`src/rtl/polyperm_ilv.sv`:
```
module polyperm_ilv #(
  parameter int N  = 64,
  parameter int M  = 4,
  parameter int W  = 8,
  parameter int F1 = 7,
  parameter int F2 = 4
) (
  input  logic         clk,
  input  logic         rst_n,
  input  logic         start,
  input  logic         mode,
  input  logic         wr_valid,
  input  logic [M*W-1:0] wr_data,
  output logic         wr_done,
  input  logic         rd_ready,
  output logic         rd_valid,
  output logic [M*W-1:0] rd_data
);
  localparam int S  = N / M;
  localparam int LM = $clog2(M);
  localparam int AW = $clog2(N);
  localparam int RW = $clog2(S);
  localparam logic [AW:0] NN = (AW+1)'(N);
  localparam logic [AW-1:0] DG = AW'((2 * F2 * M * M) % N);

  function automatic logic [AW-1:0] madd(input logic [AW-1:0] a, input logic [AW-1:0] b);
    logic [AW:0] s;
    s = {1'b0, a} + {1'b0, b};
    if (s >= NN) s = s - NN;
    return s[AW-1:0];
  endfunction

  function automatic int seed_p(input int k);
    return (F1 * k + F2 * k * k) % N;
  endfunction

  function automatic int seed_g(input int k);
    return (F1 * M + F2 * M * M + 2 * F2 * M * k) % N;
  endfunction

  typedef enum logic [1:0] {IDLE, WRT, RDG, FIN} ph_t;
  ph_t ph;
  logic mode_q;
  logic [RW-1:0] cnt;
  logic last, wr_acc, rd_iss, adv, load, perm;

  assign last    = (cnt == RW'(S - 1));
  assign wr_acc  = wr_valid && (ph == WRT) && !start;
  assign rd_iss  = (ph == RDG) && (rd_ready || !rd_valid) && !start;
  assign adv     = wr_acc || rd_iss;
  assign load    = start || (wr_acc && last);
  assign perm    = (ph == WRT) ? mode_q : !mode_q;
  assign wr_done = ph[1];

  always_ff @(posedge clk or negedge rst_n) begin
    if (!rst_n) begin
      ph       <= IDLE;
      cnt      <= '0;
      mode_q   <= 1'b0;
      rd_valid <= 1'b0;
    end else if (start) begin
      ph       <= WRT;
      cnt      <= '0;
      mode_q   <= mode;
      rd_valid <= 1'b0;
    end else begin
      if (adv) cnt <= last ? '0 : cnt + 1'b1;
      if (wr_acc && last) ph <= RDG;
      if (rd_iss && last) ph <= FIN;
      rd_valid <= rd_iss || (rd_valid && !rd_ready);
    end
  end

  logic [M-1:0][AW-1:0] p, g;
  logic [M-1:0][LM-1:0] lbank;
  logic [M-1:0][RW-1:0] lrow;

  for (genvar k = 0; k < M; k++) begin : g_lane
    localparam logic [AW-1:0] P0 = AW'(seed_p(k));
    localparam logic [AW-1:0] G0 = AW'(seed_g(k));
    always_ff @(posedge clk or negedge rst_n) begin
      if (!rst_n) begin
        p[k] <= P0;
        g[k] <= G0;
      end else if (load) begin
        p[k] <= P0;
        g[k] <= G0;
      end else if (adv) begin
        p[k] <= madd(p[k], g[k]);
        g[k] <= madd(g[k], DG);
      end
    end
    assign lbank[k] = perm ? p[k][LM-1:0] : LM'(k);
    assign lrow[k]  = perm ? RW'(p[k] >> LM) : cnt;
  end

  logic [W-1:0] mem [M][S];
  logic [M-1:0][RW-1:0] brow;
  logic [M-1:0][W-1:0]  bdat, q;
  logic [M-1:0][LM-1:0] sel_q;

  always_comb begin
    brow = '0;
    bdat = '0;
    for (int b = 0; b < M; b++)
      for (int k = 0; k < M; k++)
        if (lbank[k] == LM'(b)) begin
          brow[b] = lrow[k];
          bdat[b] = wr_data[k*W +: W];
        end
  end

  always_ff @(posedge clk) begin
    for (int b = 0; b < M; b++) begin
      if (wr_acc) mem[b][brow[b]] <= bdat[b];
      if (rd_iss) q[b] <= mem[b][brow[b]];
    end
    if (rd_iss) sel_q <= lbank;
  end

  for (genvar k = 0; k < M; k++) begin : g_out
    assign rd_data[k*W +: W] = q[sel_q[k]];
  end
endmodule

```
`config.mk`:
```
export PLATFORM = sky130hd
export DESIGN_NAME = polyperm_ilv
export DESIGN_NICKNAME = d
export VERILOG_FILES = /design/src/rtl/polyperm_ilv.sv
export SDC_FILE = /design/constraint.sdc
export NUM_CORES = 1
export LEC_CHECK = 0
export BUFFER_PORTS_ARGS = -buffer_cell sky130_fd_sc_hd__buf_2
export CORE_MARGIN = 1.5
export CORE_UTILIZATION = 55
export CTS_BUF_LIST = sky130_fd_sc_hd__clkbuf_4 sky130_fd_sc_hd__clkbuf_8
export DETAILED_ROUTE_END_ITERATION = 8
export GPL_TIMING_DRIVEN = 0
export PLACE_DENSITY = 0.73
export SLEW_MARGIN = 10
export SYNTH_ARGS = -nofsm -noshare
export SYNTH_HDL_FRONTEND = slang
export SYNTH_SLANG_ARGS = --single-unit
```
`constraint.sdc`:
```
create_clock -name clk -period 4.3 [get_ports clk]
set_clock_uncertainty 0.2 [all_clocks]
set_input_delay 0 -clock clk [delete_from_list [all_inputs] [get_ports clk]]
set_output_delay 0 -clock clk [all_outputs]
set_load 0.02 [all_outputs]
```
Word-level counts from Yosys, hierarchy flattened. Memory sizes are Yosys's and may differ from the RTL's. Index checks and enable logic that the tools add are counted. Widths: inputs -> output; s select.

Memories: 1. Word-level logic and storage cells: 212. Input port bits: 38. Output and inout port bits: 34. Register bits: 96. Memory bits (writable): 512.

Memories: mem (words 4, bits a word 128, rd ports 4, clocked after Yosys merged registers in 0, write ports 4, RTL line 97) `logic [W-1:0] mem [M][S];`.

Muxes and demuxes: 105. Magnitude comparators: 20. Equality and inequality tests: 15. Bitwise operators: 4. $add $sub $neg: 13. Reductions and logical operators: 34.

Operators with widths (number): $mux 128 (4); $mux 8 (32); $mux 6 (24); $bmux 8 s4 (4); $demux 8 s4 (4); $mux 4 (23); $bmux 8 s2 (4); $sub 6x1->6 const B (8); $add 6x6->7 (4); $ge 6x7->1 const B (4); $ge 7x7->1 const B (4); $ge 5x5->1 const B (4); $lt 5x1->1 const B (4); $not 4->5 (4); $eq 2x2->1 const B (9); $mux 2 (7); $lt 2x3->1 const B (4); $reduce_bool 2->1 (6); $logic_and 1x1->1 (11); $eq 2x1->1 const B (5); $logic_not 2->1 (4); $reduce_and 2->1 (4); $add 4x1->4 const B (1); $eq 4x4->1 const B (1); 4 further kinds (12).

Depth between registers and ports, before layout. Gate-level depths: netlist of the first run.

Depth in word-level cells: 14. Mapped depth: 13.

Worst setup path before layout of the first run. Ideal clock, no wire load.

Path type: flip-flop to flip-flop. From: register ph[1]. To: register q[16] (netlist name) (data pin). Slack: 1.073 ns. Period minus slack after synthesis: 3.227 ns. Stages on the path, launching flop included: 10. Buffers on the path: 3. Arrival: 2.755 ns. Library setup time: 0.272 ns. Data required time: 3.828 ns. Cell sequence: dfrtp_1 nor2b_2 buf_6 mux2_2 nand2_1 buf_1 buf_2 mux2i_1 o22ai_1 or4_1.

Cells in the longest elaborated chain, start to end: 12.

Ends and longest elaborated chain: start, declared (RTL line 42) `ph_t ph;`; start signal, assigned (RTL line 57) `ph <= IDLE;`; start signal, assigned (RTL line 62) `ph <= WRT;`; start signal, assigned (RTL line 68) `if (wr_acc && last) ph <= RDG;`; $eq 2x1->1 (*) (RTL line 52) `assign perm = (ph == WRT) ? mode_q : !mode_q;`; $mux 1 (*) (RTL line 52); $mux 2 (RTL line 93) `assign lbank[k] = perm ? p[k][LM-1:0] : LM'(k);`; $eq 2x2->1 (RTL line 107) `if (lbank[k] == LM'(b)) begin`; $mux 4 (3 in a row) (RTL line 107); $mux 4 (*) (RTL line 107); $not 4->5 (implied by the code) (*) (RTL line 116) `if (rd_iss) q[b] <= mem[b][brow[b]];`; $bmux 8 s4 (*) (RTL line 116); $mux 8 (implied by the code) (*) (2 in a row) (RTL line 116); end signal, assigned by index (RTL line 116); end, declared (RTL line 99) `logic [M-1:0][W-1:0] bdat, q;`.

Mark *: on every way between the ends. The rest lies on a longest branch, timed or not. The select of a mux whose other input is x is not followed. A chain may end at the register's enable or synchronous reset.

==> results by group, run 1 <==
Run
  – Max-Cap Viols: 0

Drt
  – Final wirelength: 55980 um
  – DR pass1 iterations: 8
  – Vias: about 14000
  – DRT antenna net count: 0
  – Initial DRC count: 1809
  – Wire per inst: 24.13 um
  – Drt drc: 0
  – Vias per cell: 6.250

CTS
  – Deepest clock path buffer count: 3
  – Htree depth: 3
  – CTS sink count: 573
  – Clk pin slew, worst setup/hold paths: 60 ps
  – CTS tree: built
  – Clk Tree Root Cell: clkbuf_8
  – Skew-Pair Late Insertion Delay: 660 ps
  – Num CTS Buffers: slightly below 90

Worst hold path
  – Hold path depth: 3
  – Hold path start: wr_data[26]
  – WHS Endpoint: mem[1][114]$_DFFE_PP_
  – Min-delay worst type: input pin to register

Synth
  – Syn. warnings: 0
  – Async S/R FF share, synth: about 4.4%
  – EDFF count, synth: 548
  – Cell area after synthesis: approximately 24000 um^2
  – Syn_area_per_cell: roughly 16 um^2
  – Seq cells post-synth: 573
  – Synth Flop Type: edfxtp_1
  – Yosys cell types: 62
  – Post-synthesis sequential area ratio: just over 70%
  – Mapped Nets: 1562
  – Post-Syn Instances: 1519

Setup path
  – Crit-path max FO: 10
  – Flop2flop setup slack: 150 ps
  – Bufs and invs on worst path: 5
  – CP Capture Type: register
  – CP Depth: 10
  – Reg2Reg Launch Point: ph[0]$_DFFE_PN0P_
  – Crit Path Category: register to register
  – CP dominant cell by count: clkbuf_1
  – CP top delay family: buffers and inverters
  – Worst-path cell chain: nor2b_2 > buf_6 > xnor2_4 > inv_2 > buf_2 > o21ai_1 > clkbuf_1 > clkbuf_1 > nand3_1 > nor2_1
  – Critical path data required time: 4380 ps
  – Reg2reg end: mem[0][97]$_DFFE_PP_
  – CP startpoint kind: register
  – Arrival time worst endpoint: 4230 ps
  – CP max stage cell: nor2_1
  – R2r worst-path depth: 10
  – CP max stage delay: 690 ps

Pwr
  – Peak VDD IR: 0.0002712 V
  – Leakage power figure: 9.260 nW
  – Design Power: about 14 mW
  – PD cells: roughly 530 nW/um^2

Global route
  – GRT Residual Overflow: 0
  – Vias in the first global route: 14266
  – Number of antenna violations at the first check in global routing: 3
  – First-pass GRT wire length: 84760 um
  – Largest net degree at the start of global routing: 38
  – Overall Global Routing Usage: 25.87%

STA
  – Slew headroom: 33.33%
  – Final Setup Violations: 0
  – Slack of the critical path: 149.2 ps
  – Worst hold margin: 40.63 ps
  – Fmax: ~240 MHz
  – Worst slew pin tran: 989.6 ps
  – Hold Violations, Final: 0
  – Min Tclk post-route: 4151 ps
  – RSZ-0062 raised after global routing: true
  – Tcrit/Tclk final: between 90% and 100%
  – Slew Limit Fails: 0

Placed design
  – Post-DP HPWL: 37810 um
  – Place WS: 166.1 ps
  – GP Congestion: 0.9039
  – I/O Buffers: 71

Finish
  – Area Overhead vs Synth: 12.99%
  – Nets: between 1500 and 2000
  – ANT cells: 0
  – Share of cells above drive strength 1: between 15 and 20%
  – Finished Core Util: 63.41%

Floorplanning
  – Core Region: between 40000 and 50000 um^2
  – Die area: 44340 um^2
  – Row count: 75
  – Die outline width: 210.6 um
  – IO Pins: 72
  – Starting Density: 56.12%
  – Die Y: ~210 um

Status
  – Status: finished, final reports clean
==> cell type report <==
class,instances,area (um^2)
clock buffer,117,1460
fill,3049,15450
timing repair buffer,108,725.7
clock inverter,37,206.4
sequential,573,17090
multi-input combinational,835,6152
inverter,17,63.81
buffer,94,402.9
tap,539,674.4
==> repair_timing <==
action / CTS / global route
hold endpoints to repair: 433 / 0
setup buffers: 0 / 0
resized for setup: 0 / 5
hold buffers: 37 / 0
endpoints found under the setup margin: 0 / 64
==> cell usage in the layout, fill, tap and decap left out, types with 18 or more instances in the layout <==
cell type / netlist / final
mux4_2: 48 / 48
clkbuf_8: 0 / 93
dlygate4sd3_1: 0 / 37
clkbuf_4: 0 / 24
mux2i_1: 88 / 88
edfxtp_1: 548 / 548
a311oi_1: 32 / 32
nor2b_1: 26 / 26
nand2_1: 196 / 196
and3_1: 18 / 18
clkinv_1: 0 / 20
mux2_2: 41 / 41
o21ai_0: 19 / 19
nand2b_1: 28 / 28
nand3_1: 44 / 44
o22ai_1: 41 / 41
nor2_1: 93 / 88
clkbuf_1: 56 / 56
a222oi_1: 28 / 28
buf_2: 16 / 87
a211oi_1: 18 / 18
==> per-layer routing <==
metal | wire length, um | share of wire (%) | up-vias | global-route usage (%)
met5 | 13 | 0.023 | - | 0
met4 | 1608 | 2.9 | 2 | 8.350
met3 | 5478 | 9.8 | 141 | 5.900
met2 | 26010 | 46 | 810 | 39.87
met1 | 22870 | 41 | 7213 | 36.98
li1 | - | - | 6333 | -
==> cells by family (layout without fill, tap and decap cells) <==
kind of cell	after synthesis	in the layout	share of synthesized area, %
AND/OR/NAND/NOR	448	448	8.654
other	1	1	0.01582
multiplexers	178	178	10.32
XOR/XNOR	8	8	0.3749
flip-flops	573	573	72.12
buffers and inverters	111	373	1.969
adder cells (fa/ha/maj)	5	5	0.2640
AO/OA/AOI/OAI	195	195	6.278
==> through the flow <==
step	TNS [ps]	instances	cell area (um^2)
global placement	0	2129	24730
global route	-2428	2320	26780
CTS	0	2320	26760
floorplan	0	1519	23700
finish	0	2320	26780
detailed placement	0	2129	24730
==> flip-flops by register name, indices dropped and copies added, names as in the netlist <==
signal / cells
mem: 512
p: 17
mode_q: 1
cnt: 4
ph: 2
q: 32
rd_valid: 1
sel_q: 4
==> how the worst max path moves through the flow <==
stage                            startpoint                     to  slack [ps]
after CTS                 p[18]$_DFFE_PN1P_  mem[0][127]$_DFFE_PP_         130
after global placement    p[18]$_DFFE_PN1P_  mem[0][127]$_DFFE_PP_         180
after detailed placement  p[18]$_DFFE_PN1P_  mem[0][123]$_DFFE_PP_         170
after global routing      p[18]$_DFFE_PN1P_  mem[0][116]$_DFFE_PP_        -120
final                     ph[0]$_DFFE_PN0P_   mem[0][97]$_DFFE_PP_         150
after floorplan           ph[1]$_DFFE_PN0P_        q[16]$_DFFE_PP_        1070
==> worst min-delay path, stage by stage <==
cell and delay (ps):
buf_2 180, nand3_1 110, nand2_1 310
==> cell usage after synthesis (all sizes together) (2+ instances only) <==
cell type  count  share of area, %
and3          18              0.48
nor2          94               1.5
mux4          48               4.6
xor2           4              0.15
edfxtp       548                69
a222oi        28               1.2
o32ai          2              0.11
o22a           8              0.30
o221ai         8              0.30
dfrtp         17               1.8
o22ai         41               1.1
xnor2          4              0.23
or3            3             0.079
nor2b         27              0.72
or2            6              0.16
a21boi         3             0.095
ha             5              0.26
mux2i         89               3.8
a21oi         13              0.27
a211oi        18              0.57
inv           17              0.27
buf           38              0.81
clkbuf        56              0.89
o211ai         2             0.063
nor4           2             0.053
a32oi          4              0.15
nand3         44              0.93
o31ai          4              0.13
mux2          41               1.9
or4           16              0.51
o21ai         22              0.48
a311oi        32               1.2
a22oi          2             0.084
nand2b        28              0.74
and2          11              0.29
nand2        197               3.1
dfstp          8              0.89
==> power breakdown <==
group / internal (mW) / switching (mW) / leakage (nW)
clock network: 2.27 / 2.04 / 0.879
logic: 1.14 / 2.20 / 3.14
registers: 6.53 / 0.0987 / 5.24
total: 9.94 / 4.34 / 9.26
Note: power is estimated with default switching activity, not from simulation.
==> run 2: changes to the inputs <==
BUFFER_PORTS_ARGS = default   (was -buffer_cell sky130_fd_sc_hd__buf_2)
DONT_BUFFER_PORTS = 1   (was default)
PLACE_DENSITY = 0.71   (was 0.73)
clock period = 5.1 ns   (was 4.3 ns; I/O delays follow)
==> run 2 against run 1 <==
Critical path depth up 2. Clock power fell by 16%. Sequential cell count stayed put. Cell count fell by 2.0%. First-iteration DRC count shrank 4.2%. Hold slack gained 84 ps. Total power fell by 16%. Combinational power is 16% lower. Largest power group unchanged.
==> results by group, run 2 (synthesis results as in run 1) <==
Run
  – Max-Cap Viols: 0

Setup path
  – Crit-path max FO: 16
  – Critical path data required time: 5240 ps
  – Crit Path Category: register to register
  – Critical Path Source: ph[1]$_DFFE_PN0P_
  – Setup crit end: mem[0][43]$_DFFE_PP_
  – CP startpoint kind: register
  – CP Capture Type: register
  – Arrival time worst endpoint: between 4000 and 5000 ps
  – R2r worst-path depth: 12
  – CP Depth: 12
  – CP top delay family: buffers and inverters
  – Bufs and invs on worst path: 7
  – CP max stage cell: dlygate4sd3_1
  – CP max stage delay: ~980 ps
  – Reg2Reg Launch Point: ph[1]$_DFFE_PN0P_
  – Reg2reg end: mem[0][43]$_DFFE_PP_
  – Worst-path cell chain: nor2b_2 > buf_6 > xnor2_4 > inv_2 > buf_2 > nor2_4 > inv_1 > clkbuf_1 > clkbuf_1 > nand2_1 > nand2_1 > dlygate4sd3_1
  – Flop2flop setup slack: 520 ps

Finish
  – Post-route insts no fill: about 2300
  – Share of cells above drive strength 1: between 10% and 20%
  – Most frequent cells in the layout: 548 x edfxtp_1, 196 x nand2_1, 93 x nor2_1, 91 x clkbuf_8, 88 x mux2i_1
  – Commonest non-fill, non-tap cell in the layout: edfxtp_1
  – Nets: 1705
  – Area Overhead vs Synth: 12.16%
  – Max reg flops: around 510

Global route
  – Vias in the first global route: 13992
  – Largest net degree at the start of global routing: 38
  – GRT Residual Overflow: 0
  – First-pass GRT wire length: around 85000 um
  – Number of antenna violations at the first check in global routing: 6
  – Overall Global Routing Usage: 26.18%

Drt
  – Final wirelength: 57340 um
  – Vias: around 14000
  – Drt drc: 0
  – DRT antenna net count: 0
  – Initial DRC count: 1733
  – Wire per inst: ~25 um
  – Vias per cell: 6.268
  – DR pass1 iterations: 9

Status
  – Status: finished, final reports clean

STA
  – Fmax: approximately 220 MHz
  – Final Setup Violations: 0
  – Min Tclk post-route: 4579 ps
  – Tcrit/Tclk final: 89.78%
  – RSZ-0062 raised after global routing: false
  – Slew headroom: 33.67%
  – Setup TNS: 0 ps
  – Hold Violations, Final: 0
  – Slew Limit Fails: 0
  – Worst slew pin tran: about 980 ps

Floorplanning
  – IO Pins: 72
  – Core Region: around 42000 um^2
  – Row count: 75
  – Starting Density: 56.12%
  – Die Y: 210.6 um
  – Die outline width: 210.6 um
  – Die area: 44340 um^2

Placed design
  – GP Congestion: 0.9243
  – I/O Buffers: 0
  – Post-DP HPWL: 38110 um
  – Placed cells: between 2000 and 2500

CTS
  – Postcts setup bufs: 0
  – Clk Tree Root Cell: clkbuf_8
  – Skew-Pair Late Insertion Delay: 660 ps
  – Num CTS Buffers: a little under 90
  – CTS tree: built
  – Clk pin slew, worst setup/hold paths: 70 ps
  – Deepest clock path buffer count: 3
  – Htree depth: 3
  – CTS sink count: 573

Worst hold path
  – Min-delay worst type: input pin to register
  – Hold path depth: 4

Pwr
  – Design Power: roughly 12 mW
  – PD cells: 452.8 nW/um^2
  – Peak VDD IR: 0.0002112 V
  – Leakage power figure: roughly 9 nW
[run 2: worst min-delay path, delay by kind of cell]
kind | cells | cell delay, ps
AOI/OAI and AO/OA | 2 | 210
buffers and inverters | 1 | 630
and+or+nand+nor | 1 | 80
[run 2: what timing repair did]
action                    4_1_cts  5_1_grt
hold endpoints to repair      597        0
hold buffers                   52        0
resized for setup               0        0
[run 2: per-layer routing]
layer / GRT usage, % / part of all wire [%] / wire length, um
met5: 0 / 0.021 / 12
met4: 8.498 / 2.5 / 1441
met3: 6.809 / 11 / 6075
met2: 40.40 / 46 / 26380
met1: 36.69 / 41 / 23430
[run 2: final cells by class]
class / count / area [um^2]
Tap cell: 539 / 674.4
Sequential cell: 573 / 17090
Clock buffer: 119 / 1463
Fill cell: 3074 / 15650
Inverter: 17 / 63.81
Timing Repair Buffer: 52 / 540.5
Buffer: 94 / 402.9
Antenna cell: 6 / 15.01
Clock inverter: 38 / 190.2
Multi-Input combinational cell: 835 / 6140
[run 2: where the power goes]
| group | internal (mW) | switching (mW) |
|---|---|---|
| Sequential | 5.50 | 0.0876 |
| Clock | 1.90 | 1.74 |
| Combinational | 0.959 | 1.84 |
| Total | 8.37 | 3.67 |
[run 2: worst min-delay path by stage]
stage,slack [ps],end,startpoint
6_report,120,cnt[0]$_DFFE_PN0P_,start
5_1_grt,180,cnt[0]$_DFFE_PN0P_,start
4_1_cts,90,ph[1]$_DFFE_PN0P_,wr_valid
3_5_place_dp,-490,rd_valid$_DFF_PN0_,rst_n
3_3_place_gp,-490,ph[1]$_DFFE_PN0P_,rst_n
2_1_floorplan,-500,cnt[0]$_DFFE_PN0P_,rst_n
[run 2: per-stage QoR]
stage / instance area (um^2) / util, % / hold slack, ps / setup slack (ps)
global placement: 24370 / 57.72 / -492.2 / 871.9
global route: 26570 / 62.92 / 181.0 / 380.4
finish: 26580 / 62.95 / 124.9 / 521.3
detailed placement: 24370 / 57.72 / -492.4 / 788.1
CTS: 26570 / 62.91 / 86.16 / 623.6
floorplan: 23700 / - / -495.6 / 1873
